$ cat src/rtl/bwb_pkg.sv
package bwb_pkg;

  localparam int OFS_CTRL = 'h00;
  localparam int OFS_WIN  = 'h04;
  localparam int OFS_MASK = 'h08;
  localparam int OFS_CLR  = 'h0C;
  localparam int OFS_STAT = 'h10;

  localparam int WIN_DIR_BIT  = 16;
  localparam int WIN_BUSY_BIT = 23;

  localparam logic [2:0] EVT_BITS = 3'b110;  // bit1 transmit, bit2 receive

  typedef enum logic [1:0] {
    CLK_OFF   = 2'd0,
    CLK_GATED = 2'd1,
    CLK_FREE  = 2'd2,
    CLK_RSVD  = 2'd3
  } clk_mode_e;

  typedef struct packed {
    logic       wr;
    logic [7:0] wdata;
    logic [7:0] addr;
  } win_req_t;

  function automatic logic [31:0] pack_window(logic [7:0] rd_byte, logic busy, win_req_t r);
    return {rd_byte, busy, 6'b0, r.wr, r.wdata, r.addr};
  endfunction

  function automatic logic irq_pending(logic [2:0] status, logic [2:0] mask);
    return |(status & mask & EVT_BITS);
  endfunction

endpackage

$ cat src/rtl/bwb_window_seq.sv
module bwb_window_seq
  import bwb_pkg::*;
#(
  parameter int BUSY_CYCLES = 4
) (
  input  logic     clk,
  input  logic     rst_n,
  input  logic     soft_rst,
  input  logic     req_valid,
  input  win_req_t req,
  output logic     busy,
  output logic     commit,
  output win_req_t cur
);
  localparam int CW = $clog2(BUSY_CYCLES + 1);
  localparam logic [CW-1:0] LAST = CW'(BUSY_CYCLES - 1);

  logic [CW-1:0] cnt;
  logic          accept;

  assign accept = req_valid && !busy && !soft_rst;
  assign commit = busy && (cnt == LAST);

  always_ff @(posedge clk or negedge rst_n) begin
    if (!rst_n) begin
      busy <= 1'b0;
      cnt  <= '0;
      cur  <= '0;
    end else if (soft_rst) begin
      busy <= 1'b0;
      cnt  <= '0;
      cur  <= '0;
    end else if (accept) begin
      busy <= 1'b1;
      cnt  <= '0;
      cur  <= req;
    end else if (busy) begin
      if (commit) busy <= 1'b0;
      else        cnt  <= cnt + 1'b1;
    end
  end
endmodule

$ cat src/rtl/bwb_reg_bank.sv
module bwb_reg_bank #(
  parameter int         AW       = 8,
  parameter logic [7:0] DEFAULTV = 8'h00
) (
  input  logic          clk,
  input  logic          rst_n,
  input  logic          clear,
  input  logic          we,
  input  logic          re,
  input  logic [AW-1:0] addr,
  input  logic [7:0]    wdata,
  output logic [7:0]    rdata
);
  localparam int DEPTH = 1 << AW;

  logic [7:0] mem [DEPTH];

  always_ff @(posedge clk or negedge rst_n) begin
    if (!rst_n) begin
      for (int i = 0; i < DEPTH; i++) mem[i] <= DEFAULTV;
      rdata <= '0;
    end else if (clear) begin
      for (int i = 0; i < DEPTH; i++) mem[i] <= DEFAULTV;
      rdata <= '0;
    end else begin
      if (we) mem[addr] <= wdata;
      if (re) rdata <= mem[addr];
    end
  end
endmodule

$ cat src/rtl/bwb_irq_regs.sv
module bwb_irq_regs
  import bwb_pkg::*;
(
  input  logic       clk,
  input  logic       rst_n,
  input  logic       mask_we,
  input  logic       clr_we,
  input  logic [2:0] wbits,
  input  logic       tx_evt,
  input  logic       rx_evt,
  output logic [2:0] mask,
  output logic [2:0] status,
  output logic       irq
);
  logic [2:0] set_bits, clr_bits;

  assign set_bits = {rx_evt, tx_evt, 1'b0};
  assign clr_bits = clr_we ? wbits : 3'b000;
  assign irq      = irq_pending(status, mask);

  always_ff @(posedge clk or negedge rst_n) begin
    if (!rst_n) begin
      mask   <= '0;
      status <= '0;
    end else begin
      if (mask_we) mask <= wbits & EVT_BITS;
      status <= ((status & ~clr_bits) | set_bits) & EVT_BITS;
    end
  end
endmodule

$ cat src/rtl/byte_window_bridge.sv
module byte_window_bridge
  import bwb_pkg::*;
#(
  parameter int BUS_AW      = 5,
  parameter int BANK_AW     = 8,
  parameter int BUSY_CYCLES = 4
) (
  input  logic              clk,
  input  logic              rst_n,
  input  logic              bus_sel,
  input  logic              bus_wr,
  input  logic [BUS_AW-1:0] bus_addr,
  input  logic [31:0]       bus_wdata,
  output logic [31:0]       bus_rdata,
  input  logic              tx_evt,
  input  logic              rx_evt,
  output logic              irq,
  output logic [1:0]        core_clk_mode,
  output logic              core_soft_rst
);
  localparam logic [BUS_AW-1:0] A_CTRL = BUS_AW'(OFS_CTRL);
  localparam logic [BUS_AW-1:0] A_WIN  = BUS_AW'(OFS_WIN);
  localparam logic [BUS_AW-1:0] A_MASK = BUS_AW'(OFS_MASK);
  localparam logic [BUS_AW-1:0] A_CLR  = BUS_AW'(OFS_CLR);
  localparam logic [BUS_AW-1:0] A_STAT = BUS_AW'(OFS_STAT);

  logic       store, ctrl_we, win_we, mask_we, clr_we;
  logic [2:0] ctrl_q, mask_q, status_q;
  logic       win_busy, win_commit;
  win_req_t   req_in, win_cur;
  logic [7:0] win_addr_q, rd_byte;
  clk_mode_e  mode;
  logic       unused_hi;

  assign store   = bus_sel && bus_wr;
  assign ctrl_we = store && (bus_addr == A_CTRL);
  assign win_we  = store && (bus_addr == A_WIN);
  assign mask_we = store && (bus_addr == A_MASK);
  assign clr_we  = store && (bus_addr == A_CLR);
  assign unused_hi = ^bus_wdata[31:17];

  always_ff @(posedge clk or negedge rst_n) begin
    if (!rst_n)       ctrl_q <= '0;
    else if (ctrl_we) ctrl_q <= bus_wdata[2:0];
  end

  assign mode          = clk_mode_e'(ctrl_q[2:1]);
  assign core_clk_mode = mode;
  assign core_soft_rst = ctrl_q[0];

  assign req_in.addr  = bus_wdata[7:0];
  assign req_in.wdata = bus_wdata[15:8];
  assign req_in.wr    = bus_wdata[WIN_DIR_BIT];

  bwb_window_seq #(.BUSY_CYCLES(BUSY_CYCLES)) u_seq (
    .clk      (clk),
    .rst_n    (rst_n),
    .soft_rst (core_soft_rst),
    .req_valid(win_we),
    .req      (req_in),
    .busy     (win_busy),
    .commit   (win_commit),
    .cur      (win_cur)
  );

  assign win_addr_q = win_cur.addr;

  bwb_reg_bank #(.AW(BANK_AW)) u_bank (
    .clk  (clk),
    .rst_n(rst_n),
    .clear(core_soft_rst),
    .we   (win_commit && win_cur.wr),
    .re   (win_commit && !win_cur.wr),
    .addr (win_cur.addr[BANK_AW-1:0]),
    .wdata(win_cur.wdata),
    .rdata(rd_byte)
  );

  bwb_irq_regs u_irq (
    .clk    (clk),
    .rst_n  (rst_n),
    .mask_we(mask_we),
    .clr_we (clr_we),
    .wbits  (bus_wdata[2:0]),
    .tx_evt (tx_evt),
    .rx_evt (rx_evt),
    .mask   (mask_q),
    .status (status_q),
    .irq    (irq)
  );

  always_comb begin
    bus_rdata = '0;
    case (bus_addr)
      A_CTRL:  bus_rdata = {29'b0, ctrl_q};
      A_WIN:   bus_rdata = pack_window(rd_byte, win_busy, win_cur);
      A_MASK:  bus_rdata = {29'b0, mask_q};
      A_STAT:  bus_rdata = {29'b0, status_q};
      default: bus_rdata = '0;
    endcase
  end
endmodule

$ cat config.mk
export PLATFORM = sky130hd
export DESIGN_NAME = byte_window_bridge
export DESIGN_NICKNAME = d
export VERILOG_FILES = /design/src/rtl/bwb_pkg.sv /design/src/rtl/bwb_window_seq.sv /design/src/rtl/bwb_reg_bank.sv /design/src/rtl/bwb_irq_regs.sv /design/src/rtl/byte_window_bridge.sv
export SDC_FILE = /design/constraint.sdc
export NUM_CORES = 2
export LEC_CHECK = 0
export BUFFER_PORTS_ARGS = -buffer_cell sky130_fd_sc_hd__buf_2
export CAP_MARGIN = 20
export CORE_MARGIN = 1
export CORE_UTILIZATION = 45
export CTS_BUF_LIST = sky130_fd_sc_hd__clkbuf_8
export CTS_CLUSTER_DIAMETER = 80
export DETAILED_ROUTE_END_ITERATION = 10
export GPL_ROUTABILITY_DRIVEN = 1
export SLEW_MARGIN = 20
export SYNTH_ARGS = -nofsm -noshare
export SYNTH_HDL_FRONTEND = slang
export SYNTH_SLANG_ARGS = --single-unit
$ cat constraint.sdc
create_clock -name clk -period 6.6 [get_ports clk]
set_input_delay 1.32 -clock clk [delete_from_list [all_inputs] [get_ports clk]]
set_output_delay 1.32 -clock clk [all_outputs]
set_load 0.01 [all_outputs]
Word-level counts from Yosys, hierarchy flattened
Cells that the tools add are included.
{ "totals": {"register_bits": 2084, "latchBits": 0, "romBits": 0, "n_memories": 0, "out_inout_bits": 36, "mem_bits_rw": 0, "input_bits": 43} }
{ "op_classes": {"n_shift": 0, "bitwise_logic": 5, "add_sub_neg": 1, "n_div": 0, "n_mux": 22, "n_eq_ne": 6, "order_cmp": 2, "reduce_logical": 21, "multipliers": 0} }
{ "op_table": {"columns": ["cell", "count"], "rows": [
  ["2048-bit 2-to-1 mux", 2],
  ["2048-bit bitwise mux", 1],
  ["32-bit case mux with 4 select lines", 1],
  ["8-bit binary-select mux with 8-bit select", 1],
  ["8-bit demux with 8-bit select", 1],
  ["8-bit 2-to-1 mux", 5],
  ["17-bit 2-to-1 mux", 2],
  ["3-bit 2-to-1 mux", 5],
  ["1-bit logical AND", 11],
  ["5-bit by 4-bit equality test with 1-bit output (second input constant)", 2],
  ["9-bit greater-or-equal comparator (second input constant)", 1],
  ["9-bit by 1-bit less-than comparator with 1-bit output (second input constant)", 1],
  ["8-bit NOT with 9-bit output", 1],
  ["3-bit bitwise AND", 2],
  ["2-bit nonzero test", 3],
  ["5-bit by 3-bit equality test with 1-bit output (second input constant)", 1],
  ["5-bit equality test (second input constant)", 1],
  ["5-bit zero test", 1],
  ["1-bit 2-to-1 mux", 4],
  ["3-bit by 1-bit adder with 3-bit output (second input constant)", 1],
  ["3-bit by 2-bit equality test with 1-bit output (second input constant)", 1],
  ["1-bit zero test", 3],
  ["3-bit by 2-bit != test with 1-bit output (second input constant)", 1],
  ["3-bit NOT", 1],
  ["other kinds (4)", 4]
]} }

Longest topological paths before layout
{ "logic_depth": {"depth_word": 8, "depth_mapped": 11} }

By module
A second synthesis with hierarchy kept.
{ "unflattened": {"hier_cells": 10938, "area_unflattened_um2": 99618.0} }
{ "modules_own_cells": {"columns": ["mod", "seq_area_each_um2", "area_per_inst_um2", "n_inst", "cells_per_inst"], "rows": [
  ["bwb_reg_bank", 51449.3, 98047.8, 1, 10767],
  ["bwb_window_seq", 525.5, 910.9, 1, 98],
  ["byte_window_bridge", 75.1, 479.2, 1, 59],
  ["bwb_irq_regs", 100.1, 180.2, 1, 14]
]} }

Least setup slack after synthesis
OpenSTA, ideal clock, no wires.
{ "synth_path": {"path_kind": "in2out", "start": "input bus_addr[1]", "end": "output bus_rdata[10]", "path_slack_ns": 2.949, "path_stages": 5, "n_path_buf": 2, "required_time_ns": 5.280, "arrival_ns": 2.331, "cell_sequence": "nor3_1 > and3b_1 > clkbuf_1 > clkbuf_1 > and2_1"} }
{ "synth_via": {"elab_chain_len": 2, "word_cells_on_any_way": 5} }
{ "synth_rtl": {"columns": ["element", "line", "source"], "rows": [
  ["start: declaration", "byte_window_bridge.sv:12", "input logic [BUS_AW-1:0] bus_addr,"],
  ["5-bit equality test, or another cell as far along", "byte_window_bridge.sv:94", "case (bus_addr)"],
  ["32-bit case mux with 4 select lines *", "byte_window_bridge.sv:94", null],
  ["end: declaration", "byte_window_bridge.sv:14", "output logic [31:0] bus_rdata,"]
]} }
Mark *: on every way between the ends. The rest lies on a longest branch, timed or not.

Final worst setup path
{ "layout_path": {"start": "register u_seq.cur[1] (netlist bit)", "end": "output bus_rdata[1]"} }
{ "layout_via": {"elab_chain_len": 1} }
{ "layout_rtl": {"columns": ["element", "line", "source"], "rows": [
  ["start: declaration", "bwb_window_seq.sv:13", "output win_req_t cur"],
  ["start signal: assignment", "bwb_window_seq.sv:36", "cur <= req;"],
  ["32-bit case mux with 4 select lines", "byte_window_bridge.sv:94", null]
]} }
Every way passes these cells.

==> results by group <==
Global route
  – Initial antenna violation count: 13
  – Vias in the first global route: between 80,000 and 90,000
  – First-pass GRT wire length: 527,000 µm
  – Pin count of the biggest net entering global routing: approximately 230
  – GR Overflow Total: 0
  – Total track usage: 31.0%

Synthesis
  – Synth unique cells: 60
  – Commonest cells post-synth: nand2_1, a21oi_1, dfrtp_1
  – Seq cells post-synth: 2,084
  – Cell count after synthesis: between 10,000 and 15,000
  – Top-area cell type share of the netlist area: a little over half
  – Post-synthesis sequential area ratio: 52.1%
  – Ys flop type: dfrtp_1
  – Area contributors post-synth: dfrtp_1, nand2_1, a21oi_1, mux4_2, nand3_1
  – Cell area after synthesis: 100,000 µm²
  – Avg Cell Area, Syn: 9.27 µm²
  – Yosys top cell by area: dfrtp_1
  – Number of enable flip-flop cells after synthesis: 0
  – Synth warnings: 0
  – Top-count cell post-synth: nand2_1
  – Fraction of registers with async set/reset: between 90% and 100%

Timing
  – RSZ-0062 raised after global routing: no
  – Final Hold Fails: 0
  – Final TNS setup: 0 ns
  – Worst hold slack: 0.213 ns
  – Tcrit/Tclk final: 71.8%
  – Final max-slew violation count: 0
  – Setup violations, final: 0
  – Final min period: 4.74 ns
  – Slew @ Worst Pin: around 1.4 ns
  – Relative slew slack: 9.44%
  – Fmax: 211 MHz
  – Post-Route Skew: 0.0869 ns

Setup path
  – Setup crit start kind: flip-flop
  – CP top delay family: buffers and inverters
  – Worst-path fanout max: 34
  – CP endpoint kind: output port
  – Critical Path Most Common Cell: buf_4
  – Worst path bufs/invs: 3
  – Critical Path AT: 3.42 ns
  – FF-to-FF Start: u_seq.cur[0]
  – Critical Path RT: about 5.3 ns
  – Critical path launch point: u_seq.cur[1]
  – Critical path's slowest cell: dfrtp_4
  – Cell Chain, Critical Path: buf_4 -> buf_4 -> a221o_1 -> buf_2
  – Setup Crit Path Kind: flip-flop to output port
  – Slowest stage delay, CP: approximately 0.9 ns

Cells and area
  – Share of layout cells above drive strength 1: around 12%
  – Area growth, synth to finish: 9.69%
  – Nets: about 11,000
  – Final std cells w/o fill: 13,800

Clock network
  – Htree depth: 5
  – Setup Buffers After CTS: 0
  – CTS root buffer: clkbuf_8
  – Hold bufs inserted after CTS: 0
  – Sink Count: 2,084
  – Clock Tree Buf Depth: 4
  – CTS clk-pin slew, worst paths: 0.06 ns
  – TritonCTS buffer count: between 300 and 400
  – CTS resizes: 0
  – TritonCTS clock tree: done
  – Clk_lat worst skew: 1.08 ns

Drt
  – Starting DRT DRC Count: 10,600
  – Routed len/inst: 25.5 µm
  – Final WL: 352,000 µm
  – Vias post-DR: 84,100
  – Vias/cell: 6.09
  – 1st-pass router iterations: 7
  – Post-route ant nets: 0
  – Drt drc: 0

Die
  – Starting density of the core: 45.4%
  – # rows: 172
  – DIE AREA: 224,000 µm²
  – # IOs: 79
  – Core area: about 220,000 µm²
  – Die Wd: 474 µm
  – Die Span Y: between 400 and 500 µm

Outcome
  – Status: complete, no violations

Placed design
  – DP HPWL: 214,000 µm
  – Placed Instances: 13,200
  – Global placer's final weighted congestion: 0.927
  – Number of port buffers: 57

Flow run
  – Maxcap violations: 0

Power
  – VDD IR max: around 0.00022 V
  – Pleak: approximately 44 nW
  – Power per cell area: roughly 240 nW/µm²

Min path
  – Hold Path Class: primary input to async pin
area by class of cell:
cell class	instances	area (µm²)
repair buffers	254	2270
well taps	2958	3700
flip-flops and latches	2084	52200
clock inverters	165	686
diodes	13	32.5
fillers	20400	111000
multi-input cells	7872	44600
inverters	11	43.8
clock buffers	456	6280
metrics by stage:
stage	worst slack (ns)	area [µm²]	utilization (%)	power [mW]
2_1_floorplan	2.95	100000	-	14.1
3_3_place_gp	1.98	103000	46.6	14.9
3_5_place_dp	2.03	103000	46.7	14.9
4_1_cts	1.78	110000	49.8	26.5
5_1_grt	1.72	110000	49.8	27.1
6_report	1.86	110000	49.8	26.3
layer usage:
metal / global-route usage [%] / vias up / routed length (µm)
met5: 0 / - / 27
met4: 14.6 / 4 / 17400
met2: 46.7 / 4291 / 159000
met3: 7.09 / 806 / 34800
met1: 42.6 / 42300 / 141000
li1: - / 36700 / -
worst paths after layout:
kind | depth (start not counted) | endpoint | slack (ns)
worst max register to register | 7 | u_bank.rdata[3] | 1.90
worst max-delay path | 4 | bus_rdata[1] | 1.86
worst min-delay path | 1 | u_bank.mem[813] | 0.21
min in group clk | 2 | u_seq.cur[7] | 0.46
max in group asynchronous | 3 | u_bank.mem[1901] | 4.59
worst min register to register | 1 | u_seq.cnt[0] | 0.51
sequential cells by signal (all words and copies together) (netlist names):
register      flops
u_seq.cnt         3
u_bank.rdata      8
ctrl_q            3
u_irq.status      2
u_seq.busy        1
u_seq.cur        17
u_irq.mask        2
u_bank.mem     2048
worst register-to-register path, stage by stage, from the launching register on:
cell and delay (ns):
dfrtp_4 0.96, inv_4 0.47, and2_1 0.46, a22o_1 0.28, a221oi_1 0.70, nand4_1 0.51, o41ai_1 1.04, o21ai_1 0.15
placed cells by master, fill, tap and decap left out, drive strengths merged, types with 11 or more instances in the layout:
cell type | Yosys | routed
mux2i | 169 | 169
nand2 | 3898 | 3898
dfrtp | 2084 | 2084
nor2 | 249 | 249
diode | 0 | 13
clkinv | 0 | 30
o211ai | 23 | 23
a32oi | 25 | 25
nor3 | 18 | 18
a22o | 38 | 38
a21oi | 2084 | 2084
o22ai | 33 | 33
buf | 254 | 254
and2 | 34 | 34
clkbuf | 589 | 456
inv | 11 | 141
a22oi | 73 | 73
and3 | 11 | 11
a31oi | 22 | 22
mux4 | 459 | 459
nand3 | 549 | 549
o21ai | 31 | 31
a221oi | 37 | 37
power by group:
group | internal (mW) | switching [mW] | total (mW)
Sequential | 12.8 | 0.102 | 12.9
Combinational | 0.315 | 1.51 | 1.82
Clock | 6.17 | 5.46 | 11.6
Total | 19.3 | 7.06 | 26.3
logic make-up (layout without fill, tap and decap cells):
family	after synthesis	after routing	synth area share, %
and+or+nand+nor	4811	4811	19.1
muxes	635	635	12.1
other	1	19	0.00375
AOI/OAI and AO/OA	2418	2418	12.9
adders and majority gates	2	2	0.0250
buffers and inverters	854	886	3.69
DFF	2084	2084	52.1
(Power assumes the default switching activity.)
